===== config.mk =====
export PLATFORM = sky130hd
export DESIGN_NAME = burst_seq_gen
export DESIGN_NICKNAME = d
export VERILOG_FILES = /design/src/rtl/burst_seq_pkg.sv /design/src/rtl/burst_seq_fsm.sv /design/src/rtl/burst_seq_order.sv /design/src/rtl/burst_seq_gen.sv
export SDC_FILE = /design/constraint.sdc
export NUM_CORES = 1
export LEC_CHECK = 0
export BUFFER_PORTS_ARGS = -buffer_cell sky130_fd_sc_hd__clkbuf_2
export CAP_MARGIN = 20
export CELL_PAD_IN_SITES_DETAIL_PLACEMENT = 1
export CELL_PAD_IN_SITES_GLOBAL_PLACEMENT = 1
export CORE_AREA = 2 2 39 41
export CTS_BUF_LIST = sky130_fd_sc_hd__clkbuf_16
export DETAILED_ROUTE_END_ITERATION = 10
export DIE_AREA = 0 0 41 43
export GPL_TIMING_DRIVEN = 1
export HOLD_SLACK_MARGIN = 0.06
export PLACE_DENSITY = 0.55
export RECOVER_POWER = 25
export SLEW_MARGIN = 40
export SYNTH_ARGS = -nofsm -noshare
export SYNTH_HDL_FRONTEND = slang
export SYNTH_SLANG_ARGS = --single-unit

===== constraint.sdc =====
create_clock -name clk -period 2.1 [get_ports clk]
set_input_delay 0.105 -clock clk [delete_from_list [all_inputs] [get_ports clk]]
set_output_delay 0.105 -clock clk [all_outputs]
set_load 0.1 [all_outputs]

===== src/rtl/burst_seq_pkg.sv =====
package burst_seq_pkg;

    localparam int LO_W      = 2;
    localparam int BURST_LEN = 1 << LO_W;

    typedef logic [LO_W-1:0] lo_addr_t;

    typedef enum logic [2:0] {
        ST_IDLE  = 3'd0,
        ST_BEAT0 = 3'd1,
        ST_BEAT1 = 3'd2,
        ST_BEAT2 = 3'd3,
        ST_BEAT3 = 3'd4
    } beat_state_e;

endpackage


===== src/rtl/burst_seq_fsm.sv =====
module burst_seq_fsm
    import burst_seq_pkg::*;
(
    input  logic     clk,
    input  logic     rst_n,
    input  logic     load_i,
    input  logic     adv_n_i,
    input  lo_addr_t start_i,
    output lo_addr_t start_o,
    output lo_addr_t beat_o,
    output logic     busy_o
);

    beat_state_e state_q, state_d;
    lo_addr_t    start_q;

    // state register and start capture
    always_ff @(posedge clk or negedge rst_n) begin
        if (!rst_n) begin
            state_q <= ST_IDLE;
            start_q <= '0;
        end else begin
            state_q <= state_d;
            if (load_i) begin
                start_q <= start_i;
            end
        end
    end

    // next-state: load beats everything, then step, else hold
    always_comb begin
        state_d = state_q;
        if (load_i) begin
            state_d = ST_BEAT0;
        end else if (!adv_n_i) begin
            unique case (state_q)
                ST_IDLE:  state_d = ST_IDLE;
                ST_BEAT0: state_d = ST_BEAT1;
                ST_BEAT1: state_d = ST_BEAT2;
                ST_BEAT2: state_d = ST_BEAT3;
                ST_BEAT3: state_d = ST_BEAT0;
                default:  state_d = ST_IDLE;
            endcase
        end
    end

    // outputs decoded from the state
    always_comb begin
        beat_o = '0;
        busy_o = 1'b1;
        unique case (state_q)
            ST_IDLE:  busy_o = 1'b0;
            ST_BEAT0: beat_o = lo_addr_t'(0);
            ST_BEAT1: beat_o = lo_addr_t'(1);
            ST_BEAT2: beat_o = lo_addr_t'(2);
            ST_BEAT3: beat_o = lo_addr_t'(3);
            default:  busy_o = 1'b0;
        endcase
    end

    assign start_o = start_q;

    AST_IDLE_STAYS: assert property (@(posedge clk) disable iff (!rst_n)
        (state_q == ST_IDLE && !load_i) |=> (state_q == ST_IDLE));

    AST_WRAP_BEAT: assert property (@(posedge clk) disable iff (!rst_n)
        (state_q == ST_BEAT3 && !load_i && !adv_n_i) |=> (state_q == ST_BEAT0));

    AST_LOAD_RESTART: assert property (@(posedge clk) disable iff (!rst_n)
        load_i |=> (state_q == ST_BEAT0 && start_q == $past(start_i)));

endmodule


===== src/rtl/burst_seq_order.sv =====
module burst_seq_order
    import burst_seq_pkg::*;
(
    input  logic     order_sel_i,
    input  lo_addr_t start_i,
    input  lo_addr_t beat_i,
    output lo_addr_t addr_o
);

    always_comb begin
        unique case (order_sel_i)
            1'b0:    addr_o = lo_addr_t'(start_i + beat_i);
            1'b1:    addr_o = start_i ^ beat_i;
            default: addr_o = start_i;
        endcase
    end

endmodule


===== src/rtl/burst_seq_gen.sv =====
module burst_seq_gen
    import burst_seq_pkg::*;
(
    input  logic       clk,
    input  logic       rst_n,
    input  logic       load,
    input  logic       adv_n,
    input  logic       order_sel,
    input  logic [1:0] start_lo,
    output logic [1:0] beat_addr
);

    lo_addr_t start_q;
    lo_addr_t beat_q;
    logic     busy;

    burst_seq_fsm u_fsm (
        .clk     (clk),
        .rst_n   (rst_n),
        .load_i  (load),
        .adv_n_i (adv_n),
        .start_i (start_lo),
        .start_o (start_q),
        .beat_o  (beat_q),
        .busy_o  (busy)
    );

    burst_seq_order u_order (
        .order_sel_i (order_sel),
        .start_i     (start_q),
        .beat_i      (beat_q),
        .addr_o      (beat_addr)
    );

    AST_LOAD_OUT: assert property (@(posedge clk) disable iff (!rst_n)
        load |=> (beat_addr == $past(start_lo)));

    AST_HOLD_ADDR: assert property (@(posedge clk) disable iff (!rst_n)
        (!load && adv_n) |=> (!$stable(order_sel) || $stable(beat_addr)));

    AST_LIN_STEP: assert property (@(posedge clk) disable iff (!rst_n)
        (busy && !load && !adv_n && !order_sel)
        |=> (order_sel || beat_addr == 2'($past(beat_addr) + 2'd1)));

    AST_IL_STEP: assert property (@(posedge clk) disable iff (!rst_n)
        (busy && !load && !adv_n && order_sel)
        |=> (!order_sel || (beat_addr ^ start_q) == 2'($past(beat_addr ^ start_q) + 2'd1)));

endmodule


# Yosys cells after proc, flatten, opt, wreduce, memory -nomap -nowiden
# Index checks and enable logic that the tools add are counted.
# totals
register_bits	5
latchBits	0
ram_bits	0
mem_bits_ro	0
in_bits	7
output_inout_bits	2
elab_cells	15
memories	0
# classes
addsub	1
multipliers	0
n_div	0
n_lt_le_gt_ge	0
n_eq_ne	5
n_shift	0
mux	5
n_bitwise	2
n_reduce_logical	0
# ops
operator	count
case mux 3 bit (4 select lines)	1
equality test 3 x 2 -> 1 bit (second input constant)	2
two-way mux 3 bit	2
case mux 2 bit (3 select lines)	1
case mux 2 bit (2 select lines)	1
equality test 3 x 1 -> 1 bit (second input constant)	1
equality test 3 bit (second input constant)	1
adder 2 bit	1
!= test 2 bit (second input constant)	1
XOR 2 bit	1
NOT 1 bit	1

# Depth between registers and ports, before layout
# Gate-level depths: netlist of run 1.
# logic_depth
depth_word	4
mapped_depth	6
ltp_nobuf	6

# Hierarchy
# From an unflattened synthesis of run 1, not the netlist that was laid out.
# hier_totals
cells_unflattened	30
area_unflattened_um2	307.8
# by_module_without_submodules
module	instances	cells_each	area_each_um2	seq_area_each_um2
burst_seq_fsm	1	26	271.5	125.1
burst_seq_order	1	4	36.3	0.0

# Worst setup path after synthesis of run 1
# No wires, ideal clock.
# synth_path
path_type	register -> output
startpoint	register u_fsm.state_q[2]
endpoint	output beat_addr[1]
arrival_ns	2.642
t_required_ns	1.995
slack_ns	-0.647
stages_incl_launch_ff	7
path_buffers	0
path_cell_list	dfrtp_1 xnor2_1 nor2_1 ha_1 nor2b_1 xnor2_1 xnor2_1
# synth_between
elab_chain_cells	4
word_cells_on_any_way	7
classes_between	1 x add/sub; 3 x eq/ne; 2 x mux; 1 x bitwise
# synth_rtl
element	line	source
start: declaration	burst_seq_fsm.sv:14	beat_state_e state_q, state_d;
start signal: assignment	burst_seq_fsm.sv:23	state_q <= state_d;
equality test 3 bit or equality test 3 x 2 -> 1 bit (tied branches)	n/a	
case mux 2 bit (3 select lines) (*)	burst_seq_fsm.sv:51	unique case (state_q)
adder 2 bit or XOR 2 bit (tied branches)	burst_seq_order.sv:12, burst_seq_order.sv:13	
case mux 2 bit (2 select lines) (*)	burst_seq_order.sv:11	unique case (order_sel_i)
end: declaration	burst_seq_gen.sv:10	output logic [1:0] beat_addr
# Mark *: on every way between the ends. The rest lies on a longest branch, timed or not.

# Final worst setup path of run 1
# Ends and elaborated chain as after synthesis.

==> flow_summary.toml, run 1 <==
[global_routing]
grt_max_degree = 8
grt_use_met1_pct = 9.90
use_met3_pct = 4.71
antenna_found_initial = 0
first_global_vias = 252
grt_use_met2_pct = 12.2
overflow = 0
grt.busiest_layer = "met2"
grt_pass1_wl_um = 1000
grt_usage_pct = 9.11

[cells_and_area]
final_layout_size_suffix_gt1_share_pct = 39.5
fillerInstances = 152
multiInputGateArea_um2 = 170
num_antenna_cells = 0
areaGrowthSynthToFinish_pct = 67.9
regArea_um2 = 125
fin_nets = 47
finalInstanceArea_um2 = 458

[hold_path]
hold_path_class = "in2reg"

[sta]
fmax_ghz = 0.507
drv_slew = 0
fin_skew_ns = 0.0000489
rsz0062_at_grt = "no"
tightest_slew_ns = 0.539
period_minus_slack_ns = 1.97
relSlewSlack_pct = 64.2
whs_ns = 0.118
fin_crit_sh_pct = 94.0
finalHoldViolCount = 0
setup_slack_ns = 0.126
fin_tns_setup_ns = 0
setup_violations = 0

[drt]
firstDrtPassIters = 2
wl_per_cell_um = 10.9
routed_wl_um = 587
post-route-drc-count = 0
num_vias = 226
drtIter0Drc = 4
postRouteAntennaNets = 0
viasPerCell = 4.19

[cts]
cts_htree_levels = 1
cts_made_buffers = 3
cts_tree = "yes"
cts.clk_slew.worst_paths_ns = 0.03
clkLatencyLatePin_ns = 0.22
cts.sinks = 5
cts-root-buf = "clkbuf_16"
cts_buffer_depth = 2

[place]
placed_cell_area_um2 = 363
gp_congestion = 0.730
place_hpwl_um = 470
pre_cts_slack_ns = 0.245
port_buffers = 8

[synth]
ys_types = 16
yosys-top-cells-count = "dfrtp_1, nor2_1, xnor2_1"
synth_ff_type = "dfrtp_1"
avgSynthCellArea_um2 = 10.5
synth_top_area_cell = "dfrtp_1"
ys_ff_latch = 5
seq_area_frac_synth_pct = 45.9
syn_inst = 26
synth_area_um2 = 273
yosysMostFrequentCell = "dfrtp_1"
synth_area_leaders = "dfrtp_1, xnor2_1, mux2_2, nor2_1, ha_1"
synth-async-reset-ratio_pct = 100
synth_edf_count = 0
yosysWarningCount = 0
synth_top_area_share_pct = 45.9
syn-num-nets = 34

[worst_setup_path]
start_kind = "register"
critPathMaxStageDelay_ns = 0.44
cp_top_family = "XOR/XNOR gates"
crit_slowest_cell = "dfrtp_1"
cp_max_fo = 6
cp_num_buf_inv = 1
path_cells = "xnor2_1, nor2_1, ha_1, nor2b_1, xnor2_2, xnor2_4, buf_12"
cp.required_ns = 2.00
path_class = "reg2out"
worstSetupEndpointType = "primary output"
critPathArrivalTime_ns = 1.87

[pwr]
power_frac_clock_pct = 55.6
netSwitchingFraction_pct = 26.9
p_leak_uw = 0.000199
p_sw_uw = 146
combinationalPowerShare_pct = 23.3
pwr-share-seq_pct = 21.1
irDropWorstVdd_mv = 0.591
powerDensity_mw_per_mm2 = 1190
internal_power_uw = 399

[floorplan]
rows = 14
fp.dieW_um = 41
die_area_mm2 = 0.00176
coreArea_mm2 = 0.00138
start_util_pct = 19.7
die_y_um = 43
ios = 9

[outcome]
outcome = "complete, no violations"

[run]
max-cap-violations = 0
## final cells by class
class / count / area share (%)
multi-input cells: 20 / 37.2
flip-flops and latches: 5 / 27.3
clock buffers: 3 / 16.4
repair buffers: 9 / 13.9
well taps: 16 / 4.37
clock inverters: 1 / 0.820
## power by group through the flow
stage / clock network [uW] / logic, uW / registers, uW
3_5_place_dp: 0 / 126 / 115
3_3_place_gp: 0 / 124 / 115
5_1_grt: 316 / 134 / 116
2_1_floorplan: 0 / 92.3 / 113
4_1_cts: 308 / 128 / 114
6_report: 303 / 127 / 115
## metrics by stage
stage	utilization (%)	std cells	power (uW)
6_report	33.1	54	545
5_1_grt	33.1	54	566
4_1_cts	32.6	54	550
3_5_place_dp	26.2	49	241
3_3_place_gp	26.2	49	238
2_1_floorplan	-	26	205
## flip-flops by register name, indices dropped and copies added (netlist names)
register / cells
u_fsm.state_q: 3
u_fsm.start_o: 2
## cell usage in the layout (no fill, tap or decap), drive strengths merged, types with 2 or more instances in the layout
master  count
clkbuf     10
nor2        4
xnor2       3
nor3b       2
dfrtp       5
mux2        2
## worst reg2reg max path, stage by stage (launching register included)
cell	delay, ns
dfrtp_1	0.44
nor3b_2	0.23
nor2_1	0.06
nor3_1	0.17
## final timing paths
path / start / end / slack [ns] / depth (start not counted)
worst max-delay path: u_fsm.state_q[2] / beat_addr[1] / 0.13 / 7
worst min-delay path: start_lo[1] / u_fsm.start_o[1] / 0.12 / 2
worst max register to register: u_fsm.state_q[2] / u_fsm.state_q[1] / 1.11 / 3
worst min register to register: u_fsm.start_o[0] / u_fsm.start_o[0] / 0.53 / 1
max in group asynchronous: rst_n / u_fsm.start_o[0] / 1.64 / 2
min in group asynchronous: rst_n / u_fsm.state_q[0] / 0.26 / 2
## what timing repair did
item	4_1_cts	5_1_grt
hold endpoints to repair	5	0
hold buffers	1	0
endpoints found under the setup margin	0	1
gates resized for setup	0	1
setup buffers	0	0
## metal layers
metal | wire length, um | up-vias
met5 | 0 | -
met3 | 13 | 2
met4 | 10 | 0
met1 | 239 | 105
li1 | - | 115
met2 | 322 | 4
## cell families (layout without fill, tap and decap cells)
kind of cell	after synthesis	after routing	share of synthesized area, %
simple gates	10	10	20.6
flops	5	5	45.9
compound gates	4	4	9.63
xor+xnor	3	3	9.63
mux	2	2	8.26
fa+ha+maj	1	1	4.59
buf+inv	1	13	1.37
No activity file was read; power rests on OpenSTA's default activity.
==> run 2, diff against run 1 <==
--- a/config.mk
+++ b/config.mk
@@ -9,15 +9,16 @@
 export CAP_MARGIN = 20
 export CELL_PAD_IN_SITES_DETAIL_PLACEMENT = 1
 export CELL_PAD_IN_SITES_GLOBAL_PLACEMENT = 1
-export CORE_AREA = 2 2 39 41
+export CORE_AREA = 10 10 47 49
 export CTS_BUF_LIST = sky130_fd_sc_hd__clkbuf_16
 export DETAILED_ROUTE_END_ITERATION = 10
-export DIE_AREA = 0 0 41 43
+export DIE_AREA = 0 0 57 59
 export GPL_TIMING_DRIVEN = 1
 export HOLD_SLACK_MARGIN = 0.06
-export PLACE_DENSITY = 0.55
+export PLACE_DENSITY = 0.59
 export RECOVER_POWER = 25
 export SLEW_MARGIN = 40
 export SYNTH_ARGS = -nofsm -noshare
 export SYNTH_HDL_FRONTEND = slang
+export SYNTH_HIERARCHICAL = 1
 export SYNTH_SLANG_ARGS = --single-unit
==> flow_summary.toml, run 2 <==
[synth]
syn-num-nets = 36
syn_inst = 28
yosysWarningCount = 6
avgSynthCellArea_um2 = 10.5
synth_area_um2 = 295

[cells_and_area]
layout_common_cells = "clkbuf_2, dfrtp_1, clkbuf_16"
regArea_um2 = 125
final_common_cell = "clkbuf_2"
num_antenna_cells = 0
fillerInstances = 161
fin_nets = 48
largest_register = "u_fsm/state_q"
largest_reg_flops = 3
areaGrowthSynthToFinish_pct = 50.0
final_layout_size_suffix_gt1_share_pct = 35.9
fin_util_pct = 31.6
multiInputGateArea_um2 = 164

[cts]
cts_htree_levels = 1
cts-root-buf = "clkbuf_16"
cts_buffer_depth = 2
cts_made_buffers = 3
cts.sinks = 5
cts.clk_slew.worst_paths_ns = 0.03
clkLatencyLatePin_ns = 0.23
post_cts_buffers = 0
cts_tree = "yes"

[place]
place_hpwl_um = 580
port_buffers = 8
pre_cts_slack_ns = 0.447
gp_congestion = 0.740

[worst_setup_path]
cp.required_ns = 2.00
start_kind = "register"
critPathArrivalTime_ns = 1.77
r2r_slack_ns = 1.11
cp_max_fo = 6
path_class = "reg2out"
worstSetupEndpointType = "primary output"

[drt]
drtIter0Drc = 2
post-route-drc-count = 0
postRouteAntennaNets = 0
num_vias = 238
routed_wl_um = 694
viasPerCell = 4.33
wl_per_cell_um = 12.6
firstDrtPassIters = 3

[run]
max-cap-violations = 0

[outcome]
outcome = "complete, no violations"

[global_routing]
overflow = 0
grt_pass1_wl_um = 1190
first_global_vias = 275
grt_usage_pct = 4.77
grt_max_degree = 9
antenna_found_initial = 0

[sta]
period_minus_slack_ns = 1.88
fin_skew_ns = 0.00106
setup_slack_ns = 0.223
fmax_ghz = 0.533
tightest_slew_ns = 0.542
fin_crit_sh_pct = 89.4
drv_slew = 0
setup_violations = 0
fin_tns_setup_ns = 0
relSlewSlack_pct = 64.0
finalHoldViolCount = 0
whs_ns = 0.109
rsz0062_at_grt = "no"

[hold_path]
hold_path_class = "in2reg"

[floorplan]
die_y_um = 59
coreArea_mm2 = 0.00140
rows = 14
die_area_mm2 = 0.00336
ios = 9
fp.dieW_um = 57
start_util_pct = 21.1

[pwr]
combinationalPowerShare_pct = 20.6
powerDensity_mw_per_mm2 = 1190
irDropWorstVdd_mv = 0.516
power_frac_clock_pct = 57.6
p_leak_uw = 0.000192
internal_power_uw = 384
p_sw_uw = 145
netSwitchingFraction_pct = 27.4
pwr-share-seq_pct = 21.8
[run 2: worst paths after layout]
kind                       cells after the start              from          endpoint
setup / recovery                               6  u_fsm/state_q[1]      beat_addr[1]
hold / removal                                 2              load  u_fsm/state_q[2]
hold reg to reg                                1  u_fsm/start_o[0]  u_fsm/start_o[0]
max in group asynchronous                      2             rst_n  u_fsm/start_o[1]
setup reg to reg                               2  u_fsm/state_q[0]  u_fsm/state_q[1]
min in group asynchronous                      2             rst_n  u_fsm/state_q[1]
[run 2: per-layer routing]
layer / GRT usage [%] / vias to the layer above / routed length [um]
li1: - / 117 / -
met1: 3.36 / 113 / 234
met2: 8.53 / 6 / 398
met3: 3.22 / 2 / 54
met4: 4.03 / 0 / 8
met5: 0 / - / 0
[run 2: timing repair]
item                                   CTS  global route
resized for setup                        0             0
endpoints found under the hold margin    5             0
hold buffers                             1             0
[run 2: layout make-up]
| cell class | instances | share of cell area (%) |
|---|---|---|
| repair buffers | 9 | 11.6 |
| inverters | 1 | 0.847 |
| well taps | 16 | 4.52 |
| multi-input cells | 20 | 37.0 |
| flip-flops and latches | 5 | 28.2 |
| clock inverters | 1 | 0.847 |
| clock buffers | 3 | 16.9 |
[run 2: power groups by stage]
stage / sequential [uW] / clock, uW / combinational [uW]
3_3_place_gp: 115 / 0 / 107
3_5_place_dp: 116 / 0 / 109
4_1_cts: 115 / 310 / 111
2_1_floorplan: 110 / 0 / 92.7
6_report: 115 / 305 / 109
5_1_grt: 117 / 317 / 117
[run 2: worst max-delay path, stage by stage (launching register included)]
cell and delay, ns:
dfrtp_1 0.43, xnor2_1 0.30, nor2_1 0.08, ha_1 0.17, nor2b_1 0.15, xnor2_2 0.11
buf_4 0.30
[run 2: metrics by stage]
step                      cell area (um^2)  power [uW]  std cells
final                                  443         529         55
after global routing                   443         550         55
after CTS                              444         535         55
after detailed placement               355         225         50
after global placement                 355         222         50
after floorplan                        303         203         28
